--- src/rtl/ilk_pkg.sv ---
package ilk_pkg;
  typedef enum logic [2:0] {
    CLS_ALU = 3'd0,
    CLS_LD  = 3'd1,
    CLS_LDD = 3'd2,
    CLS_ST  = 3'd3,
    CLS_MUL = 3'd4,
    CLS_DIV = 3'd5,
    CLS_RDY = 3'd6,
    CLS_BR  = 3'd7
  } op_cls_e;
endpackage

--- src/rtl/ilk_dep_match.sv ---
// Compares one producer destination (optionally a register pair) with every
// consumer source; register 0 never matches.
module ilk_dep_match #(
  parameter int REG_W = 5,
  parameter int NSRC  = 2
) (
  input  logic [REG_W-1:0]      dst,
  input  logic                  dst_pair,
  input  logic [NSRC*REG_W-1:0] src,
  input  logic [NSRC-1:0]       src_use,
  input  logic [NSRC-1:0]       src_mask,
  output logic [NSRC-1:0]       hit
);
  for (genvar i = 0; i < NSRC; i++) begin : g_src
    logic [REG_W-1:0] s;
    logic             same;
    always_comb begin
      s    = src[i*REG_W +: REG_W];
      same = dst_pair ? (s[REG_W-1:1] == dst[REG_W-1:1]) : (s == dst);
      hit[i] = src_use[i] & src_mask[i] & (s != '0) & same;
    end
  end
endmodule

--- src/rtl/ilk_bubble_calc.sv ---
// Works out how many bubbles the execute/decode pair needs.
module ilk_bubble_calc
  import ilk_pkg::*;
#(
  parameter int REG_W = 5,
  parameter int NSRC  = 2,
  parameter int CNT_W = 2
) (
  input  logic                  ex_valid,
  input  logic [2:0]            ex_cls,
  input  logic [REG_W-1:0]      ex_rd,
  input  logic                  dec_valid,
  input  logic [2:0]            dec_cls,
  input  logic [NSRC*REG_W-1:0] dec_src,
  input  logic [NSRC-1:0]       dec_src_use,
  input  logic [NSRC-1:0]       dec_addr_sel,
  output logic [CNT_W-1:0]      need
);
  op_cls_e         pcls, ccls;
  logic [NSRC-1:0] mask, use_eff, hit;
  logic            any_hit;

  always_comb begin
    pcls    = op_cls_e'(ex_cls);
    ccls    = op_cls_e'(dec_cls);
    // store consumers only care about their address operands
    mask    = (ccls == CLS_ST) ? dec_addr_sel : '1;
    // a Y-register read has no general-register source
    use_eff = (ccls == CLS_RDY) ? '0 : dec_src_use;
  end

  ilk_dep_match #(.REG_W(REG_W), .NSRC(NSRC)) u_match (
    .dst      (ex_rd),
    .dst_pair (pcls == CLS_LDD),
    .src      (dec_src),
    .src_use  (use_eff),
    .src_mask (mask),
    .hit      (hit)
  );

  assign any_hit = |hit;

  always_comb begin
    need = '0;
    if (ex_valid && dec_valid) begin
      unique case (pcls)
        CLS_LD:  need = any_hit ? CNT_W'(1) : '0;
        CLS_LDD: need = any_hit ? CNT_W'(2) : CNT_W'(1);
        CLS_MUL: need = (ccls == CLS_DIV) ? CNT_W'(2) :
                        (any_hit ? CNT_W'(1) : '0);
        CLS_DIV: need = any_hit ? CNT_W'(1) : '0;
        default: need = '0;
      endcase
    end
  end

  // a Y read behind a multiply must not stall
  always_comb begin
    if (ex_valid && dec_valid && pcls == CLS_MUL && ccls == CLS_RDY)
      assert_rdy_R5: assert (need == '0) else $error("Y read stalled");
  end

  // a store whose address operands all miss adds nothing behind a load
  always_comb begin
    if (ex_valid && dec_valid && pcls == CLS_LD && ccls == CLS_ST &&
        (hit & dec_addr_sel) == '0)
      assert_stdata_R4: assert (need == '0) else $error("store data stalled");
  end
endmodule

--- src/rtl/ilk_stall_seq.sv ---
// Holds the remaining bubble count of a multi-cycle stall.
module ilk_stall_seq #(
  parameter int CNT_W = 2
) (
  input  logic             clk,
  input  logic             rst_n,
  input  logic [CNT_W-1:0] need,
  output logic             stall,
  output logic [CNT_W-1:0] bubbles,
  output logic             busy
);
  logic [CNT_W-1:0] rem_q, rem_d;

  always_comb begin
    busy    = (rem_q != '0);
    bubbles = busy ? rem_q : need;
    stall   = (bubbles != '0);
    rem_d   = stall ? CNT_W'(bubbles - CNT_W'(1)) : '0;
  end

  always_ff @(posedge clk or negedge rst_n) begin
    if (!rst_n) rem_q <= '0;
    else        rem_q <= rem_d;
  end

  // the count falls by one each cycle while more than one remains
  assert_countdown_R10: assert property (@(posedge clk) disable iff (!rst_n)
    (stall && bubbles > CNT_W'(1)) |=>
      (stall && bubbles == CNT_W'($past(bubbles) - CNT_W'(1))));

  // the last bubble frees the hold for the next cycle
  assert_release_R10: assert property (@(posedge clk) disable iff (!rst_n)
    (stall && bubbles == CNT_W'(1)) |=> !busy);
endmodule

--- src/rtl/ld_mul_interlock.sv ---
module ld_mul_interlock
  import ilk_pkg::*;
#(
  parameter int REG_W = 5,
  parameter int NSRC  = 2,
  parameter int CNT_W = 2
) (
  input  logic                  clk,
  input  logic                  rst_n,
  input  logic                  ex_valid,
  input  logic [2:0]            ex_cls,
  input  logic [REG_W-1:0]      ex_rd,
  input  logic                  dec_valid,
  input  logic [2:0]            dec_cls,
  input  logic [NSRC*REG_W-1:0] dec_src,
  input  logic [NSRC-1:0]       dec_src_use,
  input  logic [NSRC-1:0]       dec_addr_sel,
  output logic                  dec_ready,
  output logic                  stall,
  output logic [CNT_W-1:0]      bubbles
);
  logic [CNT_W-1:0] need;
  logic             busy;

  ilk_bubble_calc #(.REG_W(REG_W), .NSRC(NSRC), .CNT_W(CNT_W)) u_calc (
    .ex_valid     (ex_valid),
    .ex_cls       (ex_cls),
    .ex_rd        (ex_rd),
    .dec_valid    (dec_valid),
    .dec_cls      (dec_cls),
    .dec_src      (dec_src),
    .dec_src_use  (dec_src_use),
    .dec_addr_sel (dec_addr_sel),
    .need         (need)
  );

  ilk_stall_seq #(.CNT_W(CNT_W)) u_seq (
    .clk     (clk),
    .rst_n   (rst_n),
    .need    (need),
    .stall   (stall),
    .bubbles (bubbles),
    .busy    (busy)
  );

  assign dec_ready = ~stall;

  // nothing to interlock when either slot is empty
  assert_empty_R9: assert property (@(posedge clk) disable iff (!rst_n)
    (!busy && (!ex_valid || !dec_valid)) |-> !stall);

  // a double-word load always costs its second cycle
  assert_ldd_R3: assert property (@(posedge clk) disable iff (!rst_n)
    (!busy && ex_valid && dec_valid && ex_cls == CLS_LDD) |-> stall);

  // multiply then divide costs two bubbles
  assert_muldiv_R6: assert property (@(posedge clk) disable iff (!rst_n)
    (!busy && ex_valid && dec_valid && ex_cls == CLS_MUL && dec_cls == CLS_DIV)
      |-> (bubbles == CNT_W'(2)));

  // a load into register 0 creates no hazard
  assert_r0_R8: assert property (@(posedge clk) disable iff (!rst_n)
    (!busy && ex_valid && ex_cls == CLS_LD && ex_rd == '0) |-> !stall);
endmodule

--- config.mk ---
export PLATFORM = sky130hd
export DESIGN_NAME = ld_mul_interlock
export DESIGN_NICKNAME = d
export VERILOG_FILES = /design/src/rtl/ilk_pkg.sv /design/src/rtl/ilk_dep_match.sv /design/src/rtl/ilk_bubble_calc.sv /design/src/rtl/ilk_stall_seq.sv /design/src/rtl/ld_mul_interlock.sv
export SDC_FILE = /design/constraint.sdc
export NUM_CORES = 1
export LEC_CHECK = 0
export BUFFER_PORTS_ARGS = -buffer_cell sky130_fd_sc_hd__buf_2
export CORE_AREA = 4 4 41 43
export CTS_CLUSTER_DIAMETER = 150
export DETAILED_ROUTE_END_ITERATION = 16
export DIE_AREA = 0 0 45 47
export PLACE_DENSITY = 0.76
export SLEW_MARGIN = 10
export SYNTH_ARGS = -nofsm -noshare
export SYNTH_HDL_FRONTEND = slang
export SYNTH_SLANG_ARGS = --single-unit
--- constraint.sdc ---
create_clock -name clk -period 3.4 [get_ports clk]
set_input_delay 0.34 -clock clk [delete_from_list [all_inputs] [get_ports clk]]
set_output_delay 0.34 -clock clk [all_outputs]
set_load 0.01 [all_outputs]
Yosys cells after proc, flatten, opt, wreduce, memory -nomap -nowiden:

Index checks and enable logic that the tools add are counted.

* output and inout port bits: 4
* word-level logic and storage cells: 38
* register bits after elaboration: 2
* memories kept: 0
* bits in writable memories: 0
* input port bits: 29
* ROM bits: 0
* bits in latches: 0

* shifts and indexed selects: 0
* reduce and logical (&&, ||, !) cells: 7
* divide/modulo/power cells: 0
* magnitude comparators: 0
* add/subtract/negate cells: 1
* multiply operators: 0
* bitwise logic cells: 7
* muxes and demuxes: 11
* eq/ne operators: 11

Operator list (count)
* $mux 2: 7
* $eq 3x3->1 const B: 4
* $eq 5x5->1: 2
* $reduce_bool 5->1: 2
* $eq 4x4->1: 2
* $and 1x1->1: 6
* $eq 3x2->1 const B: 2
* $pmux 2 s3: 1
* $reduce_bool 2->1: 2
* $reduce_or 2->1: 2
* $eq 3x1->1 const B: 1
* $mux 1: 3
* $sub 2x1->2 const B: 1
* $logic_and 1x1->1: 1
* $not 1->1: 1

Depth between registers and ports, before layout:

Gate-level depths: netlist of run 1.

* word-level depth: 13
* depth in mapped cells: 5
* gate-level depth less buffers: 5

Hierarchy:

A second synthesis of run 1 with hierarchy kept.

* cell total of the unflattened synthesis: 52
* area, all modules: 366.6 µm²

By module, submodules not included
* ilk_dep_match: times used 1, area each 146.4 µm², seq. area each 0.0 µm², cells each 20
* ilk_stall_seq: times used 1, area each 110.1 µm², seq. area each 50.0 µm², cells each 13
* ilk_bubble_calc: times used 1, area each 106.4 µm², seq. area each 0.0 µm², cells each 18
* ld_mul_interlock: times used 1, area each 3.8 µm², seq. area each 0.0 µm², cells each 1

Worst setup path before layout of run 1:

No wires, ideal clock.

* kind: input to output
* start point: input port ex_rd[2]
* end point: output port dec_ready
* arrival: 1.636 ns
* stages: 4
* data required time: 3.060 ns
* buffers on the path: 0
* setup slack: 1.424 ns
* path through: or4_4 o2111ai_2 o21ai_2 a2111oi_2

* word-level cells in the longest chain between the ends: 11
* elaborated cells on any way between the ends: 17
* those cells by class: eq/ne (4); mux (8); bitwise (3); reduce/logical (2)

Ends and longest elaborated chain
* from (decl): line ld_mul_interlock.sv:12 `input logic [REG_W-1:0] ex_rd,`
* $eq 5x5->1 or $eq 4x4->1 (tied branches): line ilk_dep_match.sv:19 `same = dst_pair ? (s[REG_W-1:1] == dst[REG_W-1:1]) : (s == dst);`
* $mux 1: line ilk_dep_match.sv:19
* $and 1x1->1: line ilk_dep_match.sv:20 `hit[i] = src_use[i] & src_mask[i] & (s != '0) & same;`
* $reduce_or 2->1 (*): line ilk_bubble_calc.sv:41 `assign any_hit = |hit;`
* $mux 1: line ilk_bubble_calc.sv:47, ilk_bubble_calc.sv:50, ilk_bubble_calc.sv:51
* $mux 2: line ilk_bubble_calc.sv:49 `CLS_MUL: need = (ccls == CLS_DIV) ? CNT_W'(2) :`
* $pmux 2 s3 (*): line ilk_bubble_calc.sv:46 `unique case (pcls)`
* $mux 2 (*): line ilk_bubble_calc.sv:45 `if (ex_valid && dec_valid) begin`
* $mux 2 (*): line ilk_stall_seq.sv:16 `bubbles = busy ? rem_q : need;`
* $reduce_bool 2->1 (*): line ilk_stall_seq.sv:17 `stall = (bubbles != '0);`
* $not 1->1 (*): line ld_mul_interlock.sv:46 `assign dec_ready = ~stall;`
* to (decl): line ld_mul_interlock.sv:18 `output logic dec_ready,`

Mark *: on every way between the ends. The rest lies on a longest branch, timed or not.

Worst setup path after layout of run 1:

* start point: input port ex_rd[2]
* end point: output port stall

* word-level cells in the longest chain between the ends: 10
* elaborated cells on any way between the ends: 16
* those cells by class: eq/ne (4); mux (8); bitwise (2); reduce/logical (2)

Ends and longest elaborated chain
* $eq 5x5->1 or $eq 4x4->1 (tied branches): line ilk_dep_match.sv:19
* $mux 1: line ilk_dep_match.sv:19
* $and 1x1->1: line ilk_dep_match.sv:20
* $reduce_or 2->1 (*): line ilk_bubble_calc.sv:41
* $mux 1: line ilk_bubble_calc.sv:47, ilk_bubble_calc.sv:50, ilk_bubble_calc.sv:51
* $mux 2: line ilk_bubble_calc.sv:49
* $pmux 2 s3 (*): line ilk_bubble_calc.sv:46
* $mux 2 (*): line ilk_bubble_calc.sv:45
* $mux 2 (*): line ilk_stall_seq.sv:16
* $reduce_bool 2->1 (*): line ilk_stall_seq.sv:17
* to (decl): line ld_mul_interlock.sv:19 `output logic stall,`

Marked as above.

==> qor.txt, run 1 <==
Status -> finished clean
Tot Pwr -> 0.127 mW
GR Layer Usage met2 -> 25.4%
Avg Cell Area, Syn -> 8.23 µm²
Req. time, crit path -> 3.06 ns
Worst r2r src -> u_seq.rem_q[0]
Clock transition at path regs -> 0.03 ns
Syn Nets -> 79
Tightest Pin Transition -> 0.506 ns
R2R Path End -> u_seq.rem_q[0]
Syn-to-layout area delta -> 51.4%
Post-synthesis register bit count -> 2
Layout cells sized above 1 -> 45.3%
CORE AREA -> 0.00130 mm²
LEAKAGE -> 0.296 nW
# H-tree levels -> 1
Netlist cell types -> 25
Met1 usage -> 15.9%
WL/cell -> 12.5 µm
Grt ovf -> 0
Count of input and output buffers -> 32
Crit path to -> stall
Setup Viol. Count Final -> 0
N_diodes -> 0
DRC violations left -> 0
R2R depth -> 4
Vias -> 515
Dpl cells -> 97
Worst reg2reg setup slack -> 1.78 ns
Via/cell ratio -> 5.10
CP Capture Type -> output pin
Root buffer cell -> clkbuf_4
1st-iter DRT viols -> 6
RSZ-0062 raised after global routing -> no
Final Net Count -> 117
Max-slew violations -> 0
Final GP Congestion -> 0.814
Site Rows -> 13
Fin crit share -> 65.5%
GR peak layer -> met2
CTS tree -> yes
Syn Inst Count -> 50
Overall Global Routing Usage -> 13.7%
Hpwl dp -> 1140 µm
Clk buf depth -> 2
WHS -> 0.442 ns
Worst IR Drop VDD -> 0.161 mV
Peak Freq -> 449 MHz
Num CTS Buffers -> 3
Worst-Skew Late Latency -> 0.22 ns
Die W -> 45 µm
Worst slew margin relative to its limit -> 66.0%
Min Tclk post-route -> 2.23 ns
Initial Util -> 31.6%
Die extent in y -> 47 µm
WS Path Type -> input pin to output pin
Synth warnings -> 0
Detail Route Antenna Nets -> 0
Final WL -> 1260 µm
Yosys top cell by area -> xor2_1
Vias in the first global route -> 528
Antenna violations before repair -> 0
Io pins -> 33
Hold Crit Class -> input pin to async pin
Detailed Routing Iterations Pass 1 -> 4
CP Launch Type -> input pin
Post-Syn Area -> 412 µm²
Sequential fraction of the synthesis area -> 12.2%
Clk sink count -> 2
Max Cap Viol -> 0
Die ar. -> 0.00212 mm²
Power Density -> 204 mW/mm²
Setup Skew -> 0.00143 ns
CP arrival -> 1.89 ns
Largest regs -> u_seq.rem_q: 2 flops
First-pass GRT wire length -> 2160 µm
Yosys top cell area share -> 12.8%
Met3 usage -> 3.07%
Setup TNS -> 0 ns
Area contributors post-synth -> xor2_1 13%, dfrtp_1 12%, xnor2_1 8.5%
Worst setup path startpoint -> ex_rd[2]
Largest Register -> u_seq.rem_q
Final hold vios -> 0
Largest net degree at the start of global routing -> 8
Crit-path max FO -> 5
Max FFs per register -> 2
Final std cells w/o fill -> 101
[stage by stage]
step / worst slack (ns) / utilization [%] / instance area [µm²]
2_1_floorplan: 1.42 / - / 412
6_report: 1.17 / 47.9 / 623
5_1_grt: 1.07 / 47.9 / 623
3_3_place_gp: 1.21 / 45.4 / 591
3_5_place_dp: 1.17 / 45.4 / 591
4_1_cts: 1.17 / 47.9 / 623
[synthesized netlist by cell type]
library cell and number:
a211o_1 1, nand4bb_1 1, nand2_1 2, nand3b_1 1
o21ai_2 1, o2111ai_2 1, a21oi_1 1, nor4bb_1 1
a2111o_1 1, and2_1 1, mux2i_1 3, nor2_1 2
a2111oi_2 1, o31a_1 1, or4_4 1, nor3b_1 3
xor2_1 6, o21ai_0 5, nand4_1 1, dfrtp_1 2
nor3_1 6, xnor2_1 4, nor2b_1 2, inv_1 1
o211a_1 1
[routing by layer]
layer	vias up	part of all wire (%)
li1	266	-
met1	238	39
met2	11	55
met3	0	5.8
met4	0	0
met5	-	0
[cell families after synthesis]
logic type	synth area share, %
AO/OA/AOI/OAI	26.1
multiplexers	7.30
flip-flops	12.2
AND/OR/NAND/NOR	32.2
XOR/XNOR	21.3
buffers and inverters	0.911
[worst max-delay path, stage by stage]
cell       delay, ns
buf_2           0.12
or4_4           0.53
o2111ai_2       0.20
o21ai_2         0.14
a2111o_1        0.41
buf_2           0.14
[cells in the final DEF (no fill, tap or decap), types with 2 or more instances in the layout]
cell type  Yosys  final
nor3b_1        3      3
mux2i_1        3      3
nor3_1         6      6
xnor2_1        4      4
o21ai_0        5      5
nand2_1        2      2
xor2_1         6      6
nor2b_1        2      2
dfrtp_1        2      2
buf_2          0     32
nor2_1         2      2
clkbuf_4       0      3
[worst min-delay path by stage]
stage / to / cells after the start
2_1_floorplan: u_seq.rem_q[0] / 0
3_3_place_gp: u_seq.rem_q[1] / 1
3_5_place_dp: u_seq.rem_q[0] / 1
4_1_cts: u_seq.rem_q[1] / 2
5_1_grt: u_seq.rem_q[0] / 2
6_report: u_seq.rem_q[1] / 2
[what timing repair did]
item,CTS,global route
hold endpoints to repair,2,0
gates resized for setup,0,0
setup endpoints to repair,0,0
setup buffers,0,0
hold buffers,1,0
[cell type report]
class	count	area (µm²)
clock buffer	3	22.5
timing repair buffer	33	170
fill	144	678
sequential	2	50.0
tap	15	18.8
multi-input combinational	47	358
inverter	1	3.75
[report_power, final]
group / switching [mW] / internal, mW / total [mW]
clock: 0.0107 / 0.0387 / 0.0494
combinational: 0.0254 / 0.0279 / 0.0533
sequential: 0.000425 / 0.0243 / 0.0247
total: 0.0366 / 0.0908 / 0.127
Note: power is estimated with default switching activity, not from simulation.
==> run 2, diff against run 1 <==
Settings changed: ABC_AREA set to 1, PLACE_DENSITY 0.76 to 0.81.
Clock period 3.4 ns to 2.3 ns, I/O delays scaled along.
==> run 2 against run 1 <==
Net effect:
- sequential share of layout area fell by 0.81 points
- routed wire length grew 4.4%
- sequential power grew 44%
- clock-buffer cell count stayed put
- combinational power increased by 54%
- worst setup slack worse by 0.64 ns
- critical endpoint is now dec_ready
- largest cell class unchanged
==> qor.txt, run 2 <==
RSZ-0062 raised after global routing -> no
Clk sink count -> 2
Final WS setup -> 0.532 ns
Antenna violations before repair -> 0
Grt ovf -> 0
Min Tclk post-route -> 1.77 ns
Hpwl dp -> 1130 µm
Die ar. -> 0.00212 mm²
Crit-path max FO -> 4
Post-synth top cells -> 30 x nand2_1, 20 x inv_1, 17 x nor2_1
Clock transition at path regs -> 0.03 ns
Tightest Pin Transition -> 0.330 ns
Clk buf depth -> 2
Switching share of total power -> 32.6%
WL/cell -> 8.90 µm
Area contributors post-synth -> nand2_1 23%, inv_1 16%, nor2_1 13%
Setup TNS -> 0 ns
Status -> finished clean
CTS tree -> yes
Via/cell ratio -> 4.58
Fin crit share -> 76.9%
Syn Nets -> 126
Worst r2r src -> u_seq.rem_q[1]
Req. time, crit path -> 2.07 ns
Syn Inst Count -> 97
CORE AREA -> 0.00130 mm²
P_int -> 0.131 mW
Number of enable flip-flop cells after synthesis -> 0
Final Net Count -> 164
Max-slew violations -> 0
First-pass GRT wire length -> 2030 µm
Count of input and output buffers -> 32
Sequential fraction of the synthesis area -> 10.4%
Max FFs per register -> 2
WHS -> 0.330 ns
Detail Route Antenna Nets -> 0
Worst-Skew Late Latency -> 0.22 ns
Worst IR Drop VDD -> 0.232 mV
R2R depth -> 6
Setup Skew -> 0.00366 ns
Syn-to-layout area delta -> 43.9%
Site Rows -> 13
Max Cap Viol -> 0
N_diodes -> 0
Largest regs -> u_seq.rem_q: 2 flops
Layout cells sized above 1 -> 33.1%
Dominant synthesized flop cell -> dfrtp_1
Overall Global Routing Usage -> 12.5%
Final WL -> 1320 µm
# H-tree levels -> 1
Setup Viol. Count Final -> 0
Worst reg2reg setup slack -> 0.99 ns
Io pins -> 33
Post-synthesis register bit count -> 2
Yosys top cell by area -> nand2_1
1st-iter DRT viols -> 8
Dpl cells -> 144
Place WS -> 0.743 ns
Register share of total power -> 18.2%
CP arrival -> 1.54 ns
Worst setup path startpoint -> u_seq.rem_q[1]
Yosys top cell area share -> 23.4%
Final std cells w/o fill -> 148
DRC violations left -> 0
Vias in the first global route -> 592
Die W -> 45 µm
Sw power -> 0.0635 mW
Peak Freq -> 566 MHz
Most common cell in the netlist -> nand2_1
Num CTS Buffers -> 3
Hold Crit Class -> input pin to async pin
Detailed Routing Iterations Pass 1 -> 4
CP Capture Type -> output pin
Netlist cell types -> 15
CP Launch Type -> flop
WS Path Type -> flop to output pin
Vias -> 678
Final hold vios -> 0
FFs w/ async S/R, synth -> 100%
Post-Syn Area -> 482 µm²
Largest Register -> u_seq.rem_q
Largest net degree at the start of global routing -> 6
Worst slew margin relative to its limit -> 78.0%
Most common cell after layout, fill and taps aside -> buf_2
Commonest non-fill, non-tap cells in the layout -> 32 x buf_2, 30 x nand2_1, 20 x inv_1
R2R Path End -> u_seq.rem_q[0]
Power Density -> 281 mW/mm²
Clk pwr share -> 39.5%
Avg Cell Area, Syn -> 4.97 µm²
Final GP Congestion -> 0.733
Initial Util -> 37.0%
Die extent in y -> 47 µm
Gate power share -> 42.3%
LEAKAGE -> 0.468 nW
Root buffer cell -> clkbuf_4
Synth warnings -> 0
[run 2: worst max-delay path by stage]
stage / to
final: dec_ready
after floorplan: dec_ready
after global routing: dec_ready
after detailed placement: dec_ready
after global placement: dec_ready
after CTS: dec_ready
[run 2: stage by stage]
stage / cell area, µm² / power (mW) / utilization (%)
floorplan: 482 / 0.0781 / -
global placement: 661 / 0.114 / 50.8
detailed placement: 661 / 0.116 / 50.8
CTS: 693 / 0.197 / 53.3
global route: 693 / 0.213 / 53.3
finish: 693 / 0.195 / 53.3
[run 2: critical path, cell delays in order, from the launching register on]
cell and delay, ns:
dfrtp_1 0.37, inv_1 0.13, nand4_1 0.09, a21oi_1 0.29, nand3_2 0.16, nand2_4 0.10
nor2_1 0.04, buf_2 0.13
[run 2: logic make-up after synthesis]
group	synth area share, %
buffers and inverters	17.1
XOR/XNOR	3.64
flip-flops	10.4
AND/OR/NAND/NOR	64.4
AO/OA/AOI/OAI	4.42
[run 2: cell type report]
| cell class | count | area [µm²] |
|---|---|---|
| fill | 148 | 608 |
| multi-input combinational | 73 | 349 |
| timing repair buffer | 33 | 170 |
| inverter | 22 | 82.6 |
| sequential | 2 | 50.0 |
| clock buffer | 3 | 22.5 |
| tap | 15 | 18.8 |
[run 2: per-layer routing]
| layer | wire, µm | vias to the layer above | share of wire, % | track usage (%) |
|---|---|---|---|---|
| li1 | - | 367 | - | - |
| met1 | 546 | 291 | 41 | 13.1 |
| met2 | 676 | 20 | 51 | 26.3 |
| met3 | 94 | 0 | 7.1 | 0.766 |
| met4 | 0 | 0 | 0 | 3.51 |
| met5 | 0 | - | 0 | 0 |
[run 2: power by group through the flow]
stage	logic [mW]	registers (mW)	clock network, mW
2_1_floorplan	0.0422	0.0359	0
3_3_place_gp	0.0785	0.0359	0
3_5_place_dp	0.0806	0.0359	0
4_1_cts	0.0822	0.0355	0.0792
5_1_grt	0.0946	0.0355	0.0830
6_report	0.0823	0.0355	0.0769
[run 2: what timing repair did]
action / in CTS / in global routing
hold buffers: 1 / 0
setup buffers: 0 / 0
gates resized for setup: 0 / 0
endpoints found under the hold margin: 2 / 0
